`config.mk`:
```
export PLATFORM = sky130hd
export DESIGN_NAME = gpio_irq_port
export DESIGN_NICKNAME = d
export VERILOG_FILES = /design/src/rtl/gpio_pkg.sv /design/src/rtl/gpio_rst_sync.sv /design/src/rtl/gpio_sync.sv /design/src/rtl/gpio_edge_capture.sv /design/src/rtl/gpio_regs.sv /design/src/rtl/gpio_irq_port.sv
export SDC_FILE = /design/constraint.sdc
export NUM_CORES = 1
export LEC_CHECK = 0
export CELL_PAD_IN_SITES_DETAIL_PLACEMENT = 0
export CELL_PAD_IN_SITES_GLOBAL_PLACEMENT = 1
export CORE_ASPECT_RATIO = 1.1
export CORE_MARGIN = 2
export CORE_UTILIZATION = 35
export CTS_CLUSTER_SIZE = 8
export DETAILED_ROUTE_END_ITERATION = 10
export PLACE_DENSITY_LB_ADDON = 0.1
export SLEW_MARGIN = 15
export SYNTH_ARGS = -nofsm -noshare
export SYNTH_HDL_FRONTEND = slang
export SYNTH_SLANG_ARGS = --single-unit
```
`constraint.sdc`:
```
create_clock -name clk -period 9.8 [get_ports clk]
set_clock_uncertainty 0.05 [all_clocks]
set_input_delay 2.94 -clock clk [delete_from_list [all_inputs] [get_ports clk]]
set_output_delay 2.94 -clock clk [all_outputs]
set_load 0.1 [all_outputs]
```
`src/rtl/gpio_pkg.sv`:
```
package gpio_pkg;
  localparam int BUS_W = 32;

  typedef enum logic [1:0] {
    TRIG_RISE  = 2'd0,
    TRIG_FALL  = 2'd1,
    TRIG_BOTH  = 2'd2,
    TRIG_LEVEL = 2'd3
  } trig_e;

  // Word indices; the byte offsets are four times these.
  localparam logic [1:0] ADDR_DATA = 2'd0;
  localparam logic [1:0] ADDR_DIR  = 2'd1;
  localparam logic [1:0] ADDR_MASK = 2'd2;
  localparam logic [1:0] ADDR_CAP  = 2'd3;
endpackage

```
`src/rtl/gpio_rst_sync.sv`:
```
module gpio_rst_sync (
  input  logic clk,
  input  logic rst_n,
  output logic rst_sync_n
);
  logic [1:0] stage_q;

  always_ff @(posedge clk or negedge rst_n) begin
    if (!rst_n) stage_q <= 2'b00;
    else        stage_q <= {stage_q[0], 1'b1};
  end

  assign rst_sync_n = stage_q[1];
endmodule

```
`src/rtl/gpio_sync.sv`:
```
module gpio_sync #(
  parameter int WIDTH = 32
) (
  input  logic             clk,
  input  logic             rst_n,
  input  logic [WIDTH-1:0] raw_in,
  output logic [WIDTH-1:0] sync_out
);
  logic [WIDTH-1:0] meta_q;
  logic [WIDTH-1:0] stable_q;

  always_ff @(posedge clk or negedge rst_n) begin
    if (!rst_n) begin
      meta_q   <= '0;
      stable_q <= '0;
    end else begin
      meta_q   <= raw_in;
      stable_q <= meta_q;
    end
  end

  assign sync_out = stable_q;
endmodule

```
`src/rtl/gpio_edge_capture.sv`:
```
module gpio_edge_capture
  import gpio_pkg::*;
#(
  parameter int    WIDTH   = 32,
  parameter trig_e TRIGGER = TRIG_RISE
) (
  input  logic             clk,
  input  logic             rst_n,
  input  logic [WIDTH-1:0] level_in,
  input  logic             clr_en,
  input  logic [WIDTH-1:0] clr_bits,
  output logic [WIDTH-1:0] edge_vec,
  output logic [WIDTH-1:0] cap_q
);
  logic [WIDTH-1:0] prev_q;
  logic [WIDTH-1:0] cap_d;
  logic [WIDTH-1:0] clr_eff;

  always_comb begin
    case (TRIGGER)
      TRIG_RISE: edge_vec = level_in & ~prev_q;
      TRIG_FALL: edge_vec = ~level_in & prev_q;
      TRIG_BOTH: edge_vec = level_in ^ prev_q;
      default:   edge_vec = '0;
    endcase
  end

  // A detected edge overrides a simultaneous clear so that no event is lost.
  always_comb begin
    clr_eff = clr_en ? clr_bits : '0;
    cap_d   = (cap_q & ~clr_eff) | edge_vec;
  end

  always_ff @(posedge clk or negedge rst_n) begin
    if (!rst_n) begin
      prev_q <= '0;
      cap_q  <= '0;
    end else begin
      prev_q <= level_in;
      cap_q  <= cap_d;
    end
  end
endmodule

```
`src/rtl/gpio_regs.sv`:
```
module gpio_regs
  import gpio_pkg::*;
#(
  parameter int WIDTH = 32
) (
  input  logic             clk,
  input  logic             rst_n,
  input  logic             wr_en,
  input  logic [1:0]       wr_addr,
  input  logic [WIDTH-1:0] wr_data,
  output logic [WIDTH-1:0] out_q,
  output logic [WIDTH-1:0] dir_q,
  output logic [WIDTH-1:0] mask_q
);
  logic [WIDTH-1:0] out_d;
  logic [WIDTH-1:0] dir_d;
  logic [WIDTH-1:0] mask_d;

  always_comb begin
    out_d  = out_q;
    dir_d  = dir_q;
    mask_d = mask_q;
    if (wr_en) begin
      case (wr_addr)
        ADDR_DATA: out_d  = wr_data;
        ADDR_DIR:  dir_d  = wr_data;
        ADDR_MASK: mask_d = wr_data;
        default:   ;
      endcase
    end
  end

  always_ff @(posedge clk or negedge rst_n) begin
    if (!rst_n) begin
      out_q  <= '0;
      dir_q  <= '0;
      mask_q <= '0;
    end else begin
      out_q  <= out_d;
      dir_q  <= dir_d;
      mask_q <= mask_d;
    end
  end
endmodule

```
`src/rtl/gpio_irq_port.sv`:
```
module gpio_irq_port
  import gpio_pkg::*;
#(
  parameter int    PIN_COUNT = 32,
  parameter trig_e TRIGGER   = TRIG_RISE
) (
  input  logic                 clk,
  input  logic                 rst_n,
  input  logic                 bus_en,
  input  logic                 bus_we,
  input  logic [1:0]           bus_addr,
  input  logic [BUS_W-1:0]     bus_wdata,
  output logic [BUS_W-1:0]     bus_rdata,
  input  logic [PIN_COUNT-1:0] pin_in,
  output logic [PIN_COUNT-1:0] pin_out,
  output logic [PIN_COUNT-1:0] pin_oe,
  output logic                 irq
);
  localparam int W = PIN_COUNT;

  logic         rst_sync_n;
  logic         wr_en;
  logic         clr_en;
  logic [W-1:0] wdata_pins;
  logic [W-1:0] level_sync;
  logic [W-1:0] out_q;
  logic [W-1:0] dir_q;
  logic [W-1:0] mask_q;
  logic [W-1:0] cap_q;
  logic [W-1:0] edge_vec;
  logic [W-1:0] data_view;

  assign wr_en      = bus_en & bus_we;
  assign clr_en     = wr_en & (bus_addr == ADDR_CAP);
  assign wdata_pins = bus_wdata[W-1:0];

  gpio_rst_sync u_rst (
    .clk        (clk),
    .rst_n      (rst_n),
    .rst_sync_n (rst_sync_n)
  );

  gpio_sync #(.WIDTH(W)) u_sync (
    .clk      (clk),
    .rst_n    (rst_sync_n),
    .raw_in   (pin_in),
    .sync_out (level_sync)
  );

  gpio_regs #(.WIDTH(W)) u_regs (
    .clk     (clk),
    .rst_n   (rst_sync_n),
    .wr_en   (wr_en),
    .wr_addr (bus_addr),
    .wr_data (wdata_pins),
    .out_q   (out_q),
    .dir_q   (dir_q),
    .mask_q  (mask_q)
  );

  gpio_edge_capture #(.WIDTH(W), .TRIGGER(TRIGGER)) u_cap (
    .clk      (clk),
    .rst_n    (rst_sync_n),
    .level_in (level_sync),
    .clr_en   (clr_en),
    .clr_bits (wdata_pins),
    .edge_vec (edge_vec),
    .cap_q    (cap_q)
  );

  for (genvar i = 0; i < W; i++) begin : g_view
    assign data_view[i] = dir_q[i] ? out_q[i] : level_sync[i];
  end

  if (TRIGGER == TRIG_LEVEL) begin : g_irq_level
    assign irq = |(data_view & mask_q);
  end else begin : g_irq_edge
    assign irq = |(cap_q & mask_q);
  end

  always_comb begin
    case (bus_addr)
      ADDR_DATA: bus_rdata = BUS_W'(data_view);
      ADDR_DIR:  bus_rdata = BUS_W'(dir_q);
      ADDR_MASK: bus_rdata = BUS_W'(mask_q);
      default:   bus_rdata = BUS_W'(cap_q);
    endcase
  end

  assign pin_out = out_q;
  assign pin_oe  = dir_q;
endmodule

```
==> impl_metrics.ini <==
[status]
status = completed

[drt]
post-route-drc-count = 0
detail-route-antenna-nets = 0
vias = 5698
dr.pass1.iters = 4
drt_iter0_markers = 182
drt-total-wl_um = 21600
vias_per_cell = 5.06
wl_per_cell_um = 19.2

[setup_path]
rr_endpoint = u_cap.cap_q[29]
ff2ff_setup_slack_ns = 7.84
endpoint_kind = output pin
crit_type = input pin to output pin
crit_path_max_fanout = 70
worst_ep_required_time_ns = 6.81
worst-r2r-cell-count = 3
r2r-start = u_rst.stage_q[1]
startpoint_type = input pin
crit_arrival_ns = 5.60

[floorplan]
die_area_mm2 = 0.0263
ioPinCount = 167
start_util_pct = 35.6
die_x_um = 155
rows = 60
die_h_um = 170
placeableCoreArea_mm2 = 0.0245

[grt]
grt-ovfl-total = 0
grt_pass1_vias = 6171
grt_first_pass_wirelength_um = 34300
antenna_found_initial = 0
grt_start_max_net_pins = 83
grt_usage_pct = 16.6

[timing]
worst_pin_slew_ns = 1.09
clock.fmax_mhz = 116
setup_viol = 0
slew_headroom_pct = 26.9
rsz0062_at_grt = no
maxSlewViolCount = 0
finalCritPeriodShare_pct = 87.7
tns_ns = 0
final_hold_viol_count = 0
layout_min_cycle_time_ns = 8.59

[synth]
synth-seq-cells = 226
synth_nets = 709
syn_area_per_cell_um2 = 13.7
synthesis.area_mm2 = 0.00875
synthCells = 639
synth_edf_count = 0
yosysWarnings = 0
synth_seq_area_share_pct = 64.6
synth-async-reset-ratio_pct = 100
synth_cell_types = 31
yosys_most_used_dff = dfrtp_1

[flow_run]
drv_cap = 0

[power_and_ir_drop]
ir_drop_v = 0.000184
powerDensity_mw_per_mm2 = 278
p_leak_nw = 5.02

[cells_and_area]
area_delta_synth_final_pct = 32.6
fillerInstances = 2206
fin_nets = 885
final_common_cell = dfrtp_1
layout_common_cells = dfrtp_1 (225), clkdlybuf4s50_1 (164), mux2_2 (94)
antenna_cells = 0
drive_gt1_share_pct = 17.7
fin_area_mm2 = 0.0116

[place]
postPlaceCellArea_mm2 = 0.0107
gp_congestion = 0.757
io_buffers = 166
hpwlAfterDp_um = 13800

[clocking]
cts_setup_buffers = 0
clockBufferDepth = 3
cts_inserted_buffers = 34
cts_tree = built
cts_max_level = 2
cts_hold_buf = 0
cts_sinks = 226
clockRootBuffer = clkbuf_16
ctsResizeCount = 0
clk_pin_slew_worst_paths_ns = 0.05
worstSkewPairLatency_ns = 0.49

[hold_path]
hp-class = flip-flop to asynchronous set/reset pin
routing by layer:
metal	global-route usage, %	vias to the layer above	share of wire (%)
met3	3.36	36	5.0
li1	-	2622	-
met1	22.4	2887	45
met2	27.2	153	48
met5	0	-	0
met4	5.15	0	1.9
report_power, final:
group | switching (mW) | leakage (nW) | internal (mW)
registers | 0.0988 | 2.59 | 1.05
logic | 0.781 | 1.99 | 0.288
clock network | 0.375 | 0.441 | 0.627
kinds of logic after synthesis:
logic type             after synthesis  synth area share, %
AO/OA/AOI/OAI                      141                 11.7
buffers and inverters               64                 3.42
flip-flops                         226                 64.6
multiplexers                       127                 15.9
other                                1               0.0429
AND/OR/NAND/NOR                     80                 4.35
worst max-delay path by stage:
stage	from	end	depth (start not counted)
after floorplan	bus_addr[1]	bus_rdata[30]	5
after detailed placement	bus_addr[0]	bus_rdata[20]	6
after global placement	bus_addr[0]	bus_rdata[20]	6
after CTS	bus_addr[0]	bus_rdata[20]	6
after global routing	bus_addr[0]	bus_rdata[20]	6
final	bus_addr[0]	bus_rdata[20]	6
per-stage QoR:
step | setup WS [ns] | cells | util, % | hold slack (ns) | power (mW)
2_1_floorplan | 1.66 | 639 | - | 0.281 | 1.96
3_3_place_gp | 1.18 | 1088 | 43.5 | 0.281 | 2.23
3_5_place_dp | 1.19 | 1088 | 43.5 | 0.285 | 2.24
4_1_cts | 1.19 | 1126 | 47.2 | 0.291 | 3.26
5_1_grt | 1.06 | 1127 | 47.3 | 0.291 | 3.35
6_report | 1.21 | 1127 | 47.3 | 0.289 | 3.22
state kept, by name, indices dropped and copies added (netlist names):
register and flops:
u_sync.sync_out 32, u_regs.mask_q 32, u_regs.out_q 32, u_cap.prev_q 32
u_cap.cap_q 32, u_rst.stage_q 2, u_sync.meta_q 32, u_regs.dir_q 32
synth_stat cells, drive strengths merged, types with 2 or more instances:
| cell | number | area, um^2 |
|---|---|---|
| a211oi | 28 | 210 |
| a21oi | 32 | 160 |
| a22o | 31 | 272 |
| a22oi | 16 | 120 |
| buf | 22 | 140 |
| clkbuf | 10 | 38.8 |
| dfrtp | 226 | 5660 |
| inv | 32 | 120 |
| mux2 | 96 | 1080 |
| mux2i | 31 | 310 |
| nand2 | 34 | 128 |
| nand4 | 4 | 25.0 |
| nand4b | 2 | 38.8 |
| nor2 | 30 | 113 |
| nor3 | 4 | 31.3 |
| nor3b | 3 | 22.5 |
| o21a | 31 | 233 |
critical path: stages:
cell and delay (ns):
buf_4 0.72, buf_12 0.30, o21a_1 0.15, a211oi_1 0.04
a21oi_1 0.22, clkdlybuf4s50_1 1.18
area by class of cell:
class                   instances  area, um^2  share of cell area [%]
clock buffers                  36         880                    7.58
clock inverters                 2        17.5                   0.151
inverters                      32         120                    1.04
multi-input cells             349        2810                    24.2
flip-flops and latches        226        5660                    48.8
well taps                     310         388                    3.34
repair buffers                172        1730                    14.9
No activity file was read; power rests on OpenSTA's default activity.
